==> src/rtl/i2c_mrx_pkg.sv <==
package i2c_mrx_pkg;
  localparam int CODE_W = 3;
  localparam int DATA_W = 8;
  localparam int LEN_W  = $clog2(DATA_W) + 1;

  typedef enum logic [2:0] {
    ST_IDLE,
    ST_WAIT,
    ST_LOW,
    ST_HIGH,
    ST_STOP_LO,
    ST_STOP_HI
  } mrx_state_e;

  // code 0 selects a full data-width word
  function automatic logic [LEN_W-1:0] word_len(input logic [CODE_W-1:0] code);
    if (code == '0) return LEN_W'(DATA_W);
    return LEN_W'(code);
  endfunction
endpackage

==> src/rtl/i2c_mrx_phase_timer.sv <==
module i2c_mrx_phase_timer #(
  parameter int HALF_CYC = 4
) (
  input  logic clk,
  input  logic rst_n,
  input  logic clr,
  input  logic adv,
  output logic at_mid,
  output logic at_end
);
  localparam int CW  = (HALF_CYC > 1) ? $clog2(HALF_CYC) : 1;
  localparam int MID = HALF_CYC / 2;

  logic [CW-1:0] cnt_q, cnt_d;

  assign at_end = (cnt_q == CW'(HALF_CYC - 1));
  assign at_mid = (cnt_q == CW'(MID));

  always_comb begin
    cnt_d = cnt_q;
    if (clr)      cnt_d = '0;
    else if (adv) cnt_d = at_end ? '0 : cnt_q + 1'b1;
  end

  always_ff @(posedge clk or negedge rst_n) begin
    if (!rst_n) cnt_q <= '0;
    else        cnt_q <= cnt_d;
  end
endmodule

==> src/rtl/i2c_mrx_shifter.sv <==
module i2c_mrx_shifter #(
  parameter int DATA_W = 8
) (
  input  logic              clk,
  input  logic              rst_n,
  input  logic              clr,
  input  logic              shift_en,
  input  logic              bit_in,
  input  logic              load,
  output logic [DATA_W-1:0] data_o
);
  logic [DATA_W-1:0] shreg_q, shreg_d, data_q, data_d;

  always_comb begin
    shreg_d = shreg_q;
    if (clr)           shreg_d = '0;
    else if (shift_en) shreg_d = {shreg_q[DATA_W-2:0], bit_in};
    data_d = load ? shreg_d : data_q;
  end

  always_ff @(posedge clk or negedge rst_n) begin
    if (!rst_n) begin
      shreg_q <= '0;
      data_q  <= '0;
    end else begin
      shreg_q <= shreg_d;
      data_q  <= data_d;
    end
  end

  assign data_o = data_q;
endmodule

==> src/rtl/i2c_mrx_ctrl.sv <==
module i2c_mrx_ctrl
  import i2c_mrx_pkg::*;
#(
  parameter int HALF_CYC = 4
) (
  input  logic              clk,
  input  logic              rst_n,
  input  logic              addr_done_i,
  input  logic              rd_i,
  input  logic              stop_req_i,
  input  logic [CODE_W-1:0] bit_cnt_i,
  input  logic              ack_en_i,
  output logic [DATA_W-1:0] rx_data_o,
  output logic              pend_o,
  output logic              irq_o,
  output logic              scl_oe_o,
  input  logic              scl_i,
  output logic              sda_oe_o,
  input  logic              sda_i
);
  // reset: asserted asynchronously, released on the clock
  logic rst_meta_q, rst_sync_q;
  always_ff @(posedge clk or negedge rst_n) begin
    if (!rst_n) begin
      rst_meta_q <= 1'b0;
      rst_sync_q <= 1'b0;
    end else begin
      rst_meta_q <= 1'b1;
      rst_sync_q <= rst_meta_q;
    end
  end

  mrx_state_e       state_q, state_d;
  logic [LEN_W-1:0] len_q, len_d, idx_q, idx_d;
  logic             ack_q, ack_d, in_ack_q, in_ack_d;
  logic             irq_q, irq_d, pend_q, pend_d;

  logic at_mid, at_end;
  logic tmr_clr, tmr_adv;
  logic word_start, sample, last_bit, word_done, nack_end;

  assign tmr_clr    = (state_q == ST_IDLE) || (state_q == ST_WAIT);
  assign tmr_adv    = !((state_q == ST_HIGH) && !scl_i);
  assign word_start = (state_q == ST_WAIT) && !stop_req_i && rd_i;
  assign sample     = (state_q == ST_HIGH) && !in_ack_q && at_mid && scl_i;
  assign last_bit   = (idx_q == len_q - LEN_W'(1));
  assign word_done  = (state_q == ST_HIGH) && at_end && scl_i &&
                      (in_ack_q || (last_bit && !ack_q));
  assign nack_end   = word_done && !in_ack_q && (len_q == LEN_W'(1));

  i2c_mrx_phase_timer #(.HALF_CYC(HALF_CYC)) u_timer (
    .clk    (clk),
    .rst_n  (rst_sync_q),
    .clr    (tmr_clr),
    .adv    (tmr_adv),
    .at_mid (at_mid),
    .at_end (at_end)
  );

  i2c_mrx_shifter #(.DATA_W(DATA_W)) u_shift (
    .clk      (clk),
    .rst_n    (rst_sync_q),
    .clr      (word_start),
    .shift_en (sample),
    .bit_in   (sda_i),
    .load     (word_done),
    .data_o   (rx_data_o)
  );

  always_comb begin
    state_d  = state_q;
    len_d    = len_q;
    idx_d    = idx_q;
    ack_d    = ack_q;
    in_ack_d = in_ack_q;
    pend_d   = pend_q;
    irq_d    = word_done;
    case (state_q)
      ST_IDLE: begin
        if (addr_done_i) begin
          state_d = ST_WAIT;
          pend_d  = 1'b0;
        end
      end
      ST_WAIT: begin
        if (stop_req_i) begin
          state_d = ST_STOP_LO;
        end else if (rd_i) begin
          state_d  = ST_LOW;
          len_d    = word_len(bit_cnt_i);
          ack_d    = ack_en_i;
          idx_d    = '0;
          in_ack_d = 1'b0;
          pend_d   = 1'b1;
        end
      end
      ST_LOW: begin
        if (at_end) state_d = ST_HIGH;
      end
      ST_HIGH: begin
        if (at_end && scl_i) begin
          if (word_done) begin
            state_d = nack_end ? ST_STOP_LO : ST_WAIT;
            pend_d  = 1'b0;
          end else begin
            state_d = ST_LOW;
            if (last_bit) in_ack_d = 1'b1;
            else          idx_d    = idx_q + LEN_W'(1);
          end
        end
      end
      ST_STOP_LO: begin
        if (at_end) state_d = ST_STOP_HI;
      end
      ST_STOP_HI: begin
        if (at_end) begin
          state_d = ST_IDLE;
          pend_d  = 1'b1;
        end
      end
      default: state_d = ST_IDLE;
    endcase
  end

  always_ff @(posedge clk or negedge rst_sync_q) begin
    if (!rst_sync_q) begin
      state_q  <= ST_IDLE;
      len_q    <= LEN_W'(DATA_W);
      idx_q    <= '0;
      ack_q    <= 1'b0;
      in_ack_q <= 1'b0;
      irq_q    <= 1'b0;
      pend_q   <= 1'b1;
    end else begin
      state_q  <= state_d;
      len_q    <= len_d;
      idx_q    <= idx_d;
      ack_q    <= ack_d;
      in_ack_q <= in_ack_d;
      irq_q    <= irq_d;
      pend_q   <= pend_d;
    end
  end

  assign scl_oe_o = (state_q == ST_WAIT) || (state_q == ST_LOW) ||
                    (state_q == ST_STOP_LO);
  assign sda_oe_o = (in_ack_q && ((state_q == ST_LOW) || (state_q == ST_HIGH))) ||
                    (state_q == ST_STOP_LO) || (state_q == ST_STOP_HI);
  assign irq_o    = irq_q;
  assign pend_o   = pend_q;
endmodule

==> config.mk <==
export PLATFORM = sky130hd
export DESIGN_NAME = i2c_mrx_ctrl
export DESIGN_NICKNAME = d
export VERILOG_FILES = /design/src/rtl/i2c_mrx_pkg.sv /design/src/rtl/i2c_mrx_phase_timer.sv /design/src/rtl/i2c_mrx_shifter.sv /design/src/rtl/i2c_mrx_ctrl.sv
export SDC_FILE = /design/constraint.sdc
export NUM_CORES = 1
export LEC_CHECK = 0
export ABC_AREA = 1
export BUFFER_PORTS_ARGS = -buffer_cell sky130_fd_sc_hd__buf_2
export CAP_MARGIN = 10
export CORE_ASPECT_RATIO = 1.1
export CORE_MARGIN = 3
export CORE_UTILIZATION = 62
export DETAILED_ROUTE_END_ITERATION = 8
export HOLD_SLACK_MARGIN = 0.08
export PLACE_DENSITY = 0.84
export SYNTH_ARGS = -nofsm -noshare
export SYNTH_HDL_FRONTEND = slang
export SYNTH_HIERARCHICAL = 1
export SYNTH_SLANG_ARGS = --single-unit
==> constraint.sdc <==
create_clock -name clk -period 1.65 [get_ports clk]
set_input_delay 0.165 -clock clk [delete_from_list [all_inputs] [get_ports clk]]
set_output_delay 0.165 -clock clk [all_outputs]
set_load 0.01 [all_outputs]
# ---- After elaboration in Yosys (flattened, before gate mapping)
# Cells that the tools add are included.
# Widths: inputs -> output; s select.
dict set report word_totals {
  input_bits 11
  out_inout_bits 12
  regBits 35
  word_cells 112
}
dict set report classes {
  n_eq_ne 22
  muxes 40
  add_sub_neg 3
  bitwise_logic 1
  reduce_logical 34
}
# cell n
set ops {}
lappend ops {{$mux 4} 7}
lappend ops {{$mux 3} 9}
lappend ops {{$ne 2x2->1 const B} 11}
lappend ops {{$pmux 3 s6} 1}
lappend ops {{$reduce_and 6->1} 3}
lappend ops {{$mux 8} 2}
lappend ops {{$mux 1} 15}
lappend ops {{$logic_and 1x1->1} 14}
lappend ops {{$pmux 4 s2} 1}
lappend ops {{$logic_or 1x1->1} 7}
lappend ops {{$reduce_and 7->1} 1}
lappend ops {{$eq 3x2->1 const B} 2}
lappend ops {{$eq 3x3->1 const B} 2}
lappend ops {{$logic_not 3->1} 2}
lappend ops {{$mux 2} 3}
lappend ops {{$add 4x1->4 const B} 1}
lappend ops {{$eq 2x2->1 const B} 2}
lappend ops {{$eq 4x1->1 const B} 1}
lappend ops {{$eq 4x4->1} 1}
lappend ops {{$logic_not 1->1} 4}
lappend ops {{$pmux 1 s4} 1}
lappend ops {{$reduce_bool 4->1} 1}
lappend ops {{$sub 4x1->4 const B} 1}
lappend ops {{$eq 3x1->1 const B} 1}
lappend ops {{7 further kinds} 7}

# ---- Depth between registers and ports, before layout
# Gate-level depths: netlist of run 1.
dict set report depth {
  word_depth 11
  depth_mapped 16
  mapped_depth_nobuf 15
}

# ---- By module
# Netlist of run 1, hierarchy kept.
# module instances seq_area_each_um2 cells_per_inst area_per_inst_um2
set modules_own_cells {}
lappend modules_own_cells {i2c_mrx_ctrl 1 427.9 161 1188.6}
lappend modules_own_cells {i2c_mrx_shifter 1 400.4 78 690.7}
lappend modules_own_cells {i2c_mrx_phase_timer 1 50.0 15 117.6}

# ---- Worst setup path before layout of run 1
# OpenSTA, ideal clock, no wires.
dict set report synth_path {
  path_kind {register to register}
  from {register len_q[0]}
  to {register u_shift.data_q[0], in the netlist u_shift/data_o[0]}
  path_buffers 1
  required_time_ps 1533
  stages_incl_launch_ff 16
  path_slack_ps -248
  arrival_ps 1780
  period_less_slack_ps 1898
  path_cell_list {dfrtp_1 > inv_1 > ha_1 > nand2_1 > inv_1 > nor2_1 > nand2_1 > nor2_2 > nand3_1 > nand2_2 > nand2_4 > inv_1 > buf_2 > inv_1 > nand2_1 > nand2_1}
}
dict set report synth_via {
  elab_chain_len 5
}
# element line
set synth_rtl {}
lappend synth_rtl {{start, declared} i2c_mrx_ctrl.sv:34} ;# logic [LEN_W-1:0] len_q, len_d, idx_q, idx_d;
lappend synth_rtl {{start signal, assigned} i2c_mrx_ctrl.sv:128} ;# len_q <= LEN_W'(DATA_W);
lappend synth_rtl {{start signal, assigned} i2c_mrx_ctrl.sv:136} ;# len_q <= len_d;
lappend synth_rtl {{$sub 4x1->4} i2c_mrx_ctrl.sv:46} ;# assign last_bit = (idx_q == len_q - LEN_W'(1));
lappend synth_rtl {{$eq 4x4->1} i2c_mrx_ctrl.sv:46}
lappend synth_rtl {{$logic_and 1x1->1} i2c_mrx_ctrl.sv:48} ;# (in_ack_q || (last_bit && !ack_q));
lappend synth_rtl {{$logic_or 1x1->1} i2c_mrx_ctrl.sv:48}
lappend synth_rtl {{$logic_and 1x1->1} i2c_mrx_ctrl.sv:47} ;# assign word_done = (state_q == ST_HIGH) && at_end && scl_i &&
lappend synth_rtl {{named net irq_d} i2c_mrx_ctrl.sv:36} ;# logic irq_q, irq_d, pend_q, pend_d;
lappend synth_rtl {{end signal, assigned} i2c_mrx_shifter.sv:27} ;# data_q <= data_d;
lappend synth_rtl {{end, declared} i2c_mrx_shifter.sv:12} ;# logic [DATA_W-1:0] shreg_q, shreg_d, data_q, data_d;
# The timed path passes the listed nets, and every way through them passes these cells.
# A chain may end at the register's enable or synchronous reset.

# ---- Final worst setup path of run 1
dict set report layout_path {
  from {register len_q[0]}
  to {register u_shift.data_q[4], in the netlist u_shift/data_o[4]}
}
# The elaborated chain is that of the path after synthesis.

==> implementation parameters, run 1 <==
Parameter                              Value

Pwr
  Part of the total power dissipated in the clock network ... 21.7%
  Switching power ... 1.452 mW
  Largest voltage drop on the vdd net ... between 1000 and 1500 uV
  Fraction of power consumed by sequential logic ... 33.3%
  Cell-internal power ... between 2 and 2.5 mW
  Static leakage power ... ~1.3 nW
  Sw Ratio ... approximately two fifths
  Fraction of power consumed by combinational cells ... 45.1%
  Pwr per Cell Area ... ~1500 mW/mm^2

CTS
  CTS buffer count ... 5
  CTS tree ... done
  Root buffer cell ... clkbuf_4
  Number of H-tree branching levels ... 2
  Clock transition at the register clock pins on the worst setup and hold paths after CTS ... between 0.1 and 0.15 ns
  Clock sink count ... 35
  Clock latency reported for the late side of the worst-skew pair ... 0.34 ns
  Maximum buffer depth of the clock tree ... 2

GRT
  Global routing's busiest layer ... met2
  GRT Resource Usage Total ... around a quarter
  Number of global-route vias before repair ... 1,598
  Met3 track utilization from global routing ... under 10%
  Maximum number of pins on one net before global-route repair ... 34
  Global-route wire length before repair ... 6.955 mm
  Met1 routing resource usage after global routing ... 29.15%
  Met2 Resource Use GR ... 40.41%
  Total grt overflow ... 0
  Antenna violations before repair ... 0

Worst setup path
  Maximum fanout encountered on the critical timing path ... 10
  Arrival @ worst endpoint ... 2.00 ns
  Worst Setup End Kind ... flip-flop
  Kind of critical path ... flip-flop to flip-flop
  Critical Path Source Type ... flip-flop
  Worst EP required ... around 1.9 ns

Placement
  Sum of net half-perimeters after detailed placement ... 2.920 mm
  Count of input and output buffers ... 22
  Post-placement cell area ... ~0.0022 mm^2
  Cell count after placement ... between 300 and 400
  Final weighted congestion in routability-driven placement ... around 0.85

Logic synthesis
  Warnings, synthesis ... 6
  Gate count after technology mapping ... 254
  Count of distinct cell types in the synthesized netlist ... 33
  Count of state elements after synthesis ... 35
  Fraction of post-synthesis cell area in the top cell type by area ... about two fifths
  Cell type with the highest aggregate area in the netlist ... dfrtp_1
  Number of nets produced by synthesis ... 270
  Post-synthesis area per instance ... roughly 7.9 um^2
  Largest cells by area after synthesis ... dfrtp_1 41%, nand2_1 15%, nand3_1 5.3%
  Sequential area share after synthesis ... 43.98%
  Synthesized area ... 0.001997 mm^2

Routing
  Total detailed-routing wirelength ... 4.166 mm
  Post-route DRC violation count ... 0
  DRT antenna net count ... 0
  First-pass DRT Iterations ... 4
  Starting DRC count in detailed routing ... 80
  Routed vias/inst ... ~5.2
  Post-detailed-route wirelength per cell ... roughly 13 um
  Via total after detailed routing ... approximately 1,700

Flow run
  Max capacitance violation total ... 0

Timing
  Minimum clock period after layout ... about 1.8 ns
  Smallest setup slack after layout ... -0.1004 ns
  Number of hold violations in the final report ... 0
  Final worst-path cycle share ... 106.1%
  Number of endpoints failing setup at the final stage ... 17
  Clock skew after layout ... ~0.0072 ns
  Final total negative setup slack ... -1.296 ns
  Maximum clock frequency ... 571.3 MHz
  Unrepaired setup endpoints after global routing ... yes
  Final count of pins violating max slew ... 0

Outcome
  Failing checks ... setup timing
  Result of the run ... finished, violations left

Finish
  ANT cells ... 0
  Number of nets in the finished design ... approximately 310
  Finished Layout Cells ... approximately 330
  Most frequent standard cell in the layout excluding fill and tap cells ... nand2_1
  Final design area excluding fillers ... approximately 0.0024 mm^2
  Commonest non-fill, non-tap cells in the layout ... 78 x nand2_1, 31 x dfrtp_1, 22 x buf_2
  Area Overhead vs Synth ... 20.49%
  Ratio of cells with drive above 1 in the final layout ... a little under a third

Floorplan
  Initial Utilization ... around two thirds
  DIE AREA ... slightly below 0.004 mm^2
  Core area ... 0.002928 mm^2
  Die X ... between 60 and 70 um
  I/O pin cnt ... 23
  Num rows ... 20
  Vertical die dimension ... about 66 um

Hold path
  Class of the tightest hold or removal check ... primary input to async pin
==> repair_timing <==
item,CTS,global route
pin swaps,1,6
gates resized for setup,3,8
endpoints found under the setup margin,13,20
hold buffers,6,0
buffers inserted,1,1
hold endpoints to repair,7,0
==> per-layer routing <==
metal  vias to the layer above  part of all wire, %
met5                         -                    0
li1                        890                    -
met2                        41                   50
met4                         0                  2.0
met1                       786                   44
met3                        10                  4.6
==> kinds of logic after synthesis <==
| kind of cell | Yosys count | share of synthesized area, % |
|---|---|---|
| AO/OA/AOI/OAI | 19 | 5.514 |
| buffers and inverters | 33 | 7.706 |
| adder cells (fa/ha/maj) | 5 | 3.133 |
| AND/OR/NAND/NOR | 156 | 37.28 |
| XOR/XNOR | 5 | 2.193 |
| other | 1 | 0.1878 |
| flip-flops | 35 | 43.98 |
==> worst paths after layout <==
check	cells past startpoint	startpoint	endpoint	slack, ns
setup / recovery	14	len_q[0]	u_shift/data_o[4]	-0.10
hold / removal	2	rst_n	rst_sync_q	0.11
setup reg to reg	14	len_q[0]	u_shift/data_o[4]	-0.10
hold reg to reg	1	rst_sync_q	u_shift/data_o[4]	0.27
max in group asynchronous	1	rst_sync_q	len_q[3]	1.04
min in group clk	5	scl_i	u_timer/cnt_q[1]	0.22
==> power groups by stage <==
stage	Sequential, mW	Combinational, mW	Clock [mW]
6_report	1.20	1.62	0.779
3_5_place_dp	1.21	1.50	0
2_1_floorplan	1.15	1.20	0
3_3_place_gp	1.20	1.46	0
5_1_grt	1.22	1.83	0.825
4_1_cts	1.19	1.56	0.791
==> area by class of cell <==
class	instances	area [um^2]
repair buffers	39	256.5
multi-input cells	186	999.7
clock buffers	5	37.54
well taps	33	41.29
clock inverters	3	67.56
flip-flops and latches	35	880.8
inverters	28	122.6
fillers	190	521.8
==> sequential cells by signal, indices dropped and copies added (netlist names) <==
| register | flops |
|---|---|
| pend_o | 1 |
| rst_sync_q | 1 |
| rst_meta_q | 1 |
| idx_q | 4 |
| state_q | 3 |
| u_shift/shreg_q | 8 |
| in_ack_q | 1 |
| irq_o | 1 |
| len_q | 4 |
| ack_q | 1 |
| u_shift/data_o | 8 |
| u_timer/cnt_q | 2 |
==> per-stage QoR <==
step | hold WS (ns) | setup WS, ns | power [mW] | utilization [%]
detailed placement | -0.04713 | -0.05788 | 2.707 | 74.96
global placement | -0.04867 | 0.001347 | 2.663 | 74.96
CTS | 0.1014 | -0.02388 | 3.544 | 81.32
finish | 0.1103 | -0.1004 | 3.598 | 82.18
global route | 0.1106 | -0.2255 | 3.882 | 82.18
floorplan | -0.1306 | -0.04728 | 2.350 | -
==> Yosys cell counts <==
master	instances
nand2_1	82
dfrtp_1	33
nand3_1	21
inv_1	18
nor2_1	17
nand2_2	13
a21oi_1	11
inv_2	7
nand4_1	6
ha_1	5
nand2_4	4
nor2_2	4
nor2_4	3
o21ai_0	3
xor2_1	3
buf_4	2
dfstp_2	2
inv_4	2
nand3_2	2
o21a_1	2
xnor2_1	2
a22oi_1	1
buf_2	1
buf_6	1
clkbuf_2	1
conb_1	1
inv_8	1
nand3b_1	1
nor3_1	1
nor4_1	1
o21ai_2	1
o32ai_1	1
or2_2	1
==> critical path, stage by stage, from the launching register on <==
cell and delay, ns:
dfrtp_1 0.40, inv_2 0.08, ha_4 0.20, nand2_2 0.05, inv_2 0.03, nor2_1 0.08
nand2_1 0.07, nor2_2 0.16, nand3_2 0.09, nand2_2 0.11, nand2_4 0.08, inv_4 0.12
inv_4 0.06, nand2_1 0.06, nand2_1 0.05
No activity file was read; power rests on OpenSTA's default activity.
==> inputs of run 2 (changes only) <==
- GPL_TIMING_DRIVEN: not set -> 0
==> run 2 against run 1 <==
  * The flow still finishes with violations (setup timing)
  * Sequential power down 3%
  * Global-route usage is 3.5 points higher
  * Cell area up 5.4%
  * Largest power group unchanged
  * Clock skew up 0.0041 ns
  * Total power grew 5.6%
==> implementation parameters, run 2 (synthesis results as in run 1) <==
Parameter                              Value

Outcome
  Result of the run ... finished, violations left
  Failing checks ... setup timing

Finish
  Count of fill cells added during filler insertion ... 153 (-19%)
  Sequential standard cell area ... 878.3 um^2 (-0.28%)
  Most frequent standard cell in the layout excluding fill and tap cells ... nand2_1
  Finished Layout Cells ... 336 (+2.1%)
  ANT cells ... 0 (unchanged)
  Area of the multi-input gates ... 0.001055 mm^2 (+5.5%)
  Number of nets in the finished design ... 318 (+2.3%)
  Area Overhead vs Synth ... 27.00%
  Commonest non-fill, non-tap cells in the layout ... 67 x nand2_1, 33 x dfrtp_1, 25 x nand2_2
  Final design area excluding fillers ... 0.002536 mm^2 (+5.4%)
  Ratio of cells with drive above 1 in the final layout ... 37.29% (+5.5 points)

Worst setup path
  Arrival @ worst endpoint ... 2.18 ns (+0.18 ns)
  Kind of critical path ... flip-flop to flip-flop
  Path depth of the worst reg2reg path ... 15 (+1)
  Reg-to-Reg End ... state_q[0]
  Worst-case register-to-register setup slack ... -0.24 ns (-0.14 ns)
  Worst flop-to-flop path startpoint ... len_q[0]
  Critical Path Source Type ... flip-flop
  Worst Setup End Kind ... flip-flop
  Maximum fanout encountered on the critical timing path ... 3 (-7)
  Worst EP required ... 1.94 ns (+0.04 ns)

Routing
  Post-detailed-route wirelength per cell ... 15.38 um (+21%)
  DRT antenna net count ... 0 (unchanged)
  Routed vias/inst ... 5.503 (+4.8%)
  First-pass DRT Iterations ... 4 (unchanged)
  Total detailed-routing wirelength ... 5.168 mm (+24%)
  Via total after detailed routing ... 1,849 (+7.1%)
  Starting DRC count in detailed routing ... 68 (-15%)
  Post-route DRC violation count ... 0 (unchanged)

Pwr
  Static leakage power ... 1.374 nW (+4.3%)
  Pwr per Cell Area ... 1498 mW/mm^2 (+0.19%)
  Total design power ... 3.800 mW (+5.6%)
  Largest voltage drop on the vdd net ... 1565 uV (+19%)

CTS
  Clock sink count ... 35 (unchanged)
  Maximum buffer depth of the clock tree ... 2 (unchanged)
  Clock transition at the register clock pins on the worst setup and hold paths after CTS ... 0.11 ns (about the same)
  CTS tree ... done
  Clock latency reported for the late side of the worst-skew pair ... 0.34 ns (about the same)
  Number of H-tree branching levels ... 2 (unchanged)
  CTS buffer count ... 5 (unchanged)
  Root buffer cell ... clkbuf_4

GRT
  Number of global-route vias before repair ... 1,804 (+13%)
  GRT Resource Usage Total ... 27.11% (+3.5 points)
  Maximum number of pins on one net before global-route repair ... 19 (-44%)
  Antenna violations before repair ... 0 (unchanged)
  Global-route wire length before repair ... 7.893 mm (+13%)
  Total grt overflow ... 0 (unchanged)

Timing
  Smallest setup slack after layout ... -0.2374 ns (-0.1370 ns)
  Unrepaired setup endpoints after global routing ... yes
  Tightest slew margin relative to the limit ... between 50% and 60%
  Clock skew after layout ... 0.01132 ns (+0.004073 ns)
  Number of hold violations in the final report ... 0 (unchanged)
  Minimum clock period after layout ... 1.887 ns (+0.1370 ns)
  Final count of pins violating max slew ... 0 (unchanged)
  Maximum clock frequency ... 529.8 MHz (-7.3%)
  Measured slew at the worst slew-check pin ... 0.7247 ns
  Final worst-path cycle share ... 114.4% (+8.3 points)
  Number of endpoints failing setup at the final stage ... 17 (unchanged)

Placement
  Cell count after placement ... 310 (-0.96%)
  Sum of net half-perimeters after detailed placement ... 2.833 mm (-3.0%)
  Setup Slack @ Placement ... -0.2649 ns (-0.2070 ns)
  Post-placement cell area ... 0.002197 mm^2 (+0.11%)
  Count of input and output buffers ... 22 (unchanged)
  Final weighted congestion in routability-driven placement ... 0.8485 (-0.34%)

Floorplan
  Vertical die dimension ... 65.52 um (unchanged)
  Die X ... 60.11 um (unchanged)
  Core area ... 0.002928 mm^2 (unchanged)
  Initial Utilization ... 68.21% (unchanged)
  I/O pin cnt ... 23 (unchanged)
  Num rows ... 20 (unchanged)
  DIE AREA ... 0.003938 mm^2 (unchanged)

Hold path
  Start point of the worst hold path ... sda_i
  Class of the tightest hold or removal check ... primary input to flip-flop
  Worst hold stages ... 3
  Hold Crit Endpoint ... u_shift/shreg_q[0]

Flow run
  Max capacitance violation total ... 0 (unchanged)
[run 2: critical path: stages (launching register included)]
cell     delay (ns)
dfrtp_1        0.42
inv_2          0.10
ha_4           0.21
nand2_2        0.05
inv_2          0.03
nor2_1         0.07
nand2_1        0.09
nor2_4         0.14
nand3_2        0.13
nand2_4        0.11
buf_4          0.11
buf_6          0.09
nand3_2        0.07
nand2_2        0.10
nand2_2        0.06
nand2_1        0.06
[run 2: metal layers]
layer  GRT usage [%]  vias up  share of wire [%]
li1                -      899                  -
met1           31.98      863                 41
met2           44.86       72                 51
met3           4.912       15                5.3
met4           16.07        0                2.6
met5               0        -                  0
[run 2: repair_timing]
action,in CTS,in global routing
resized for setup,10,20
gates cloned,1,0
buffers inserted,10,2
hold endpoints to repair,6,0
endpoints found under the setup margin,17,19
hold buffers,5,0
pin swaps,5,7
[run 2: cell type report]
type	instances	share of cell area (%)
multi-input cells	186	41.59
well taps	33	1.628
inverters	28	5.032
flip-flops and latches	35	34.63
plain buffers	5	1.677
clock inverters	2	2.368
clock buffers	6	1.628
repair buffers	41	11.45
[run 2: where the power goes]
part           total (mW)  switching (mW)  internal, mW
Combinational        1.87            1.15         0.721
Clock               0.771           0.298         0.473
Sequential           1.16           0.134          1.03
[run 2: worst max path at each step]
stage,start,end,slack [ns],cells past startpoint
5_1_grt,len_q[0],u_shift/data_o[0],-0.31,15
6_report,len_q[0],state_q[0],-0.24,15
2_1_floorplan,len_q[0],u_shift/data_o[0],-0.05,15
3_3_place_gp,len_q[0],u_shift/data_o[0],-0.21,15
3_5_place_dp,len_q[0],u_shift/data_o[0],-0.26,15
4_1_cts,len_q[1],idx_q[2],-0.15,14
[run 2: through the flow]
| step | setup TNS, ns | utilization, % | hold WS (ns) |
|---|---|---|---|
| 3_3_place_gp | -1.780 | 74.10 | -0.04940 |
| 4_1_cts | -1.968 | 84.23 | 0.1037 |
| 6_report | -3.597 | 86.62 | 0.1362 |
| 2_1_floorplan | -0.3782 | - | -0.1306 |
| 5_1_grt | -4.950 | 86.62 | 0.1261 |
| 3_5_place_dp | -2.314 | 75.04 | -0.04924 |
==> inputs of run 3 (changes only) <==
--- a/config.mk
+++ b/config.mk
@@ -12,3 +12,4 @@
 export CORE_MARGIN = 3
-export CORE_UTILIZATION = 62
+export CORE_UTILIZATION = 64
+export CTS_BUF_LIST = sky130_fd_sc_hd__clkbuf_4
 export DETAILED_ROUTE_END_ITERATION = 8
@@ -16,6 +17,5 @@
 export HOLD_SLACK_MARGIN = 0.08
-export PLACE_DENSITY = 0.84
+export PLACE_DENSITY = 0.87
 export SYNTH_ARGS = -nofsm -noshare
 export SYNTH_HDL_FRONTEND = slang
-export SYNTH_HIERARCHICAL = 1
 export SYNTH_SLANG_ARGS = --single-unit
==> constraint.sdc (replaced) <==
create_clock -name clk -period 1.65 [get_ports clk]
set_input_delay 0.495 -clock clk [delete_from_list [all_inputs] [get_ports clk]]
set_output_delay 0.495 -clock clk [all_outputs]
set_load 0.01 [all_outputs]
==> run 3 against run 2 <==
  * The flow now stops in global routing (5_1_grt)
  * Area after synthesis decreased by 6.2%
  * Synthesized cell count decreased by 6.3%
==> implementation parameters, run 3 <==
Parameter                              Value

Outcome
  Result of the run ... stopped before the end
  Last flow stage reached ... global routing (5_1_grt)
  First error ... [ERROR DPL-0033] detailed placement checks failed during check placement.

Logic synthesis
  Count of distinct cell types in the synthesized netlist ... 28 (-15%)
  Count of state elements after synthesis ... 35 (unchanged)
  Fraction of post-synthesis cell area in the top cell type by area ... 44.09% (+2.7 points)
  Post-synthesis area per instance ... 7.870 um^2 (+0.10%)
  Largest cells by area after synthesis ... dfrtp_1 44%, nand2_1 11%, inv_1 7.6%
  Commonest cells in the synthesized netlist ... 57 x nand2_1, 38 x inv_1, 34 x nor2_1
  Warnings, synthesis ... 0 (-6)
  Cell type with the highest aggregate area in the netlist ... dfrtp_1
  Leading register cell type out of synthesis ... dfrtp_1
  Synthesized area ... 0.001873 mm^2 (-6.2%)
  Fraction of registers with async set or reset after synthesis ... 100.0% (unchanged)
  Gate count after technology mapping ... 238 (-6.3%)
  Most instantiated library cell after synthesis ... nand2_1
  Post-synth EDFFs ... 0 (unchanged)
  Number of nets produced by synthesis ... 254 (-5.9%)
  Sequential area share after synthesis ... 46.89% (+2.9 points)

GRT
  Antenna violations before repair ... 1
  Maximum number of pins on one net before global-route repair ... 25

Timing
  Worst End Pin Type ... register input
  Worst-path endpoint after global-route repair_timing ... state_q[1]$_DFFE_PN0P_/D

CTS
  Maximum buffer depth of the clock tree ... 2 (unchanged)
  CTS buffer count ... 5 (unchanged)
  Root buffer cell ... clkbuf_4
  Clock sink count ... 35 (unchanged)
  Number of H-tree branching levels ... 2 (unchanged)

Floorplan
  Vertical die dimension ... 62.74 um (-4.2%)
  Die X ... 57.58 um (-4.2%)
  Num rows ... 19 (-5.0%)
  Initial Utilization ... 70.98% (+2.8 points)
  I/O pin cnt ... 23 (unchanged)

Placement
  Sum of net half-perimeters after detailed placement ... 2.698 mm (-4.8%)
  Final weighted congestion in routability-driven placement ... 0.9238 (+8.9%)
  Count of input and output buffers ... 22 (unchanged)
run 3: logic make-up after synthesis:
kind of cell / synth area share, %
buffers and inverters: 9.018
adders and majority gates: 3.340
and+or+nand+nor: 28.92
AOI/OAI and AO/OA: 10.22
DFF: 46.89
other: 0.2002
xor gates and xnor gates: 1.403
run 3: stage by stage:
stage	cell area, um^2	setup slack (ns)	hold WS, ns	std cells
after detailed placement	2074	-0.2012	0.2177	292
after CTS	2382	-0.1133	0.2124	319
after global placement	2047	-0.1661	0.2832	291
after floorplan	1898	0.01065	0.1994	238
run 3: repair_timing:
action                                 CTS
resized for setup                       32
endpoints found under the hold margin    2
pin swaps                                9
buffers inserted                        17
cloned                                   1
hold buffers                             1
setup endpoints to repair               21
==> inputs of run 4 (changes only) <==
- CORE_ASPECT_RATIO: 1.1 -> not set
- CORE_UTILIZATION: 64 -> 40
- CTS_BUF_LIST: sky130_fd_sc_hd__clkbuf_4 -> not set
- HOLD_SLACK_MARGIN: 0.08 -> not set
- PLACE_DENSITY: 0.87 -> not set
- PLACE_DENSITY_LB_ADDON: not set -> 0.15
==> run 4 against run 3 <==
  * The flow now finishes, with violations (setup timing)
  * Area after synthesis unchanged
  * Synthesized cell count unchanged
==> implementation parameters, run 4 <==
Parameter                              Value

Finish
  Most frequent standard cell in the layout excluding fill and tap cells ... nand2_1
  Number of nets in the finished design ... roughly 300
  ANT cells ... 0
  Area Overhead vs Synth ... 40.55%
  Final design area excluding fillers ... around 0.0026 mm^2
  Commonest non-fill, non-tap cells in the layout ... 47 x nand2_1, 31 x inv_1, 31 x dfrtp_1
  Ratio of cells with drive above 1 in the final layout ... around a third

CTS
  Clock latency reported for the late side of the worst-skew pair ... 0.29 ns
  CTS buffer count ... 5 (unchanged)
  Number of H-tree branching levels ... 2 (unchanged)
  CTS tree ... done
  Maximum buffer depth of the clock tree ... 2 (unchanged)
  Root buffer cell ... clkbuf_8
  Clock transition at the register clock pins on the worst setup and hold paths after CTS ... about 0.080 ns
  Clock sink count ... 35 (unchanged)

Logic synthesis
  Fraction of registers with async set or reset after synthesis ... 100.0% (unchanged)
  Fraction of post-synthesis cell area in the top cell type by area ... 44.09% (unchanged)
  Count of distinct cell types in the synthesized netlist ... 28 (unchanged)
  Leading register cell type out of synthesis ... dfrtp_1
  Adder and majority cell fraction of the synthesized area ... 3.340% (unchanged)
  Post-synthesis mux area share ... 0% (unchanged)
  Gate count after technology mapping ... 238 (unchanged)
  Post-synth EDFFs ... 0 (unchanged)
  Largest cells by area after synthesis ... dfrtp_1 44%, nand2_1 11%, inv_1 7.6%
  Warnings, synthesis ... 0 (unchanged)
  Dominant combinational cell family by area after synthesis ... simple AND/OR/NAND/NOR gates
  Post-synthesis xor/xnor area fraction ... 1.403% (unchanged)
  Number of nets produced by synthesis ... 254 (unchanged)
  Synthesized area ... 0.001873 mm^2 (unchanged)
  Count of state elements after synthesis ... 35 (unchanged)
  Area fraction in and, or, nand and nor cells after synthesis ... 28.92% (unchanged)
  Post-synthesis area per instance ... 7.870 um^2 (unchanged)
  Commonest cells in the synthesized netlist ... 57 x nand2_1, 38 x inv_1, 34 x nor2_1
  Most instantiated library cell after synthesis ... nand2_1
  Synth Area in Compound Gates ... 10.22% (unchanged)
  Sequential area share after synthesis ... 46.89% (unchanged)
  Cell type with the highest aggregate area in the netlist ... dfrtp_1

Worst setup path
  Worst path bufs/invs ... 2
  Delay-heaviest family, CP ... flip-flops
  Cell with the biggest individual delay on the critical path ... dfrtp_2
  Reg-to-Reg End ... u_shift.data_o[2]
  Maximum fanout encountered on the critical timing path ... 5
  Path depth of the worst reg2reg path ... 13
  Worst Setup End Kind ... output pin
  Levels on crit path ... 5
  Setup crit end ... scl_oe_o
  Delay of the slowest cell on the worst path ... just under 0.5 ns
  Worst flop-to-flop path startpoint ... len_q[1]
  Critical Path Source Type ... flip-flop
  Launching instance or port of the critical path ... state_q[2]
  Kind of critical path ... flip-flop to output pin
  Cell repeated most along the worst path ... nor2_2
  Ordered list of cells on the worst path ... inv_4, nor2_2, nor2_2, o21ai_2, buf_2
  Worst-case register-to-register setup slack ... -0.09 ns
  Worst EP required ... around 1.2 ns
  Arrival @ worst endpoint ... between 1 and 1.5 ns

Floorplan
  I/O pin cnt ... 23 (unchanged)
  Vertical die dimension ... 74.43 um (+19%)
  Die X ... 74.43 um (+29%)
  Core area ... roughly 0.0044 mm^2
  Initial Utilization ... 42.15% (-29 points)
  DIE AREA ... between 0.005 and 0.006 mm^2
  Num rows ... 24 (+5)

Flow run
  Max capacitance violation total ... 0

Routing
  Total detailed-routing wirelength ... 4.358 mm
  DRT antenna net count ... 0
  Via total after detailed routing ... 1,710
  Starting DRC count in detailed routing ... 65
  Post-detailed-route wirelength per cell ... ~13 um
  Post-route DRC violation count ... 0
  Routed vias/inst ... between 4 and 5
  First-pass DRT Iterations ... 4

Pwr
  Largest voltage drop on the vdd net ... 757.5 uV
  Switching power ... ~1.7 mW
  Static leakage power ... about 1.4 nW
  Part of the total power dissipated in the clock network ... about 22%
  Fraction of power consumed by combinational cells ... a little under half
  Cell-internal power ... ~2.6 mW
  Pwr per Cell Area ... about 1700 mW/mm^2
  Total design power ... ~4.4 mW
  Sw Ratio ... 39.74%
  Fraction of power consumed by sequential logic ... a little under a third

Hold path
  Class of the tightest hold or removal check ... flip-flop to async pin

GRT
  Number of global-route vias before repair ... 1,447
  Total grt overflow ... 0
  Global-route wire length before repair ... between 6 and 7 mm
  Maximum number of pins on one net before global-route repair ... 21
  GRT Resource Usage Total ... between 10% and 20%
  Antenna violations before repair ... 0

Timing
  Maximum clock frequency ... approximately 550 MHz
  Number of endpoints failing setup at the final stage ... 18
  Measured slew at the worst slew-check pin ... 0.8491 ns
  Clock skew after layout ... approximately 0.0058 ns
  Final count of pins violating max slew ... 0
  Final worst-path cycle share ... 109.6%
  Final total negative setup slack ... -1.140 ns
  Minimum clock period after layout ... between 1.5 and 2 ns
  Tightest slew margin relative to the limit ... approximately 43%
  Smallest setup slack after layout ... -0.1577 ns
  Number of hold violations in the final report ... 0
  Unrepaired setup endpoints after global routing ... yes

Placement
  Final weighted congestion in routability-driven placement ... 0.8940 (-3.2%)
  Sum of net half-perimeters after detailed placement ... 2.763 mm (+2.4%)
  Post-placement cell area ... 0.002088 mm^2 (+0.66%)
  Count of input and output buffers ... 22 (unchanged)

Outcome
  Result of the run ... finished, violations left
  Failing checks ... setup timing
## run 4: cells by family (layout without fill, tap and decap cells)
logic type,Yosys count,after routing
xor gates and xnor gates,3,3
AOI/OAI and AO/OA,32,32
other,1,1
adders and majority gates,5,5
buffers and inverters,42,97
and+or+nand+nor,120,121
DFF,35,35
## run 4: metrics by stage
stage | worst slack (ns) | hold slack (ns) | std cells | utilization [%]
final | -0.1577 | 0.3511 | 346 | 59.23
after floorplan | 0.01065 | 0.1994 | 238 | -
after global routing | -0.2585 | 0.3599 | 346 | 59.23
after detailed placement | -0.2415 | 0.2817 | 313 | 46.99
after CTS | -0.1213 | 0.3592 | 328 | 52.53
after global placement | -0.1964 | 0.2817 | 312 | 46.65
## run 4: how the worst min path moves through the flow
stage / depth (start not counted) / startpoint / slack, ns / to
after floorplan: 0 / rst_n / 0.20 / rst_meta_q
after global placement: 1 / rst_n / 0.28 / rst_meta_q
after detailed placement: 1 / rst_n / 0.28 / rst_sync_q
after CTS: 0 / rst_meta_q / 0.36 / rst_sync_q
after global routing: 0 / rst_meta_q / 0.36 / rst_sync_q
final: 0 / rst_sync_q / 0.35 / u_shift.data_o[0]
## run 4: final cells by class
type | instances | area [um^2]
inverters | 39 | 158.9
flip-flops and latches | 35 | 880.8
plain buffers | 3 | 41.29
fillers | 411 | 1812
repair buffers | 47 | 355.3
clock buffers | 5 | 68.82
well taps | 52 | 65.06
clock inverters | 3 | 67.56
multi-input cells | 162 | 994.7
## run 4: power by group through the flow
stage | Clock (mW) | Combinational [mW] | Sequential, mW
floorplan | 0 | 1.16 | 1.30
global placement | 0 | 1.46 | 1.33
detailed placement | 0 | 1.50 | 1.33
CTS | 0.955 | 1.70 | 1.31
global route | 0.983 | 2.39 | 1.37
finish | 0.935 | 2.09 | 1.33
## run 4: repair_timing
action | in CTS | in global routing
gates resized for setup | 20 | 33
hold endpoints to repair | 2 | 0
hold buffers | 1 | 0
endpoints found under the setup margin | 21 | 29
cloned | 0 | 3
pin swaps | 0 | 14
buffers inserted | 6 | 15
## run 4: routing by layer
metal  GRT usage [%]  share of wire (%)  vias to the layer above
li1                -                  -                      871
met1           21.56                 49                      795
met2           22.83                 45                       34
met3           3.784                4.4                       10
met4           5.929                1.7                        0
met5               0                  0                        -
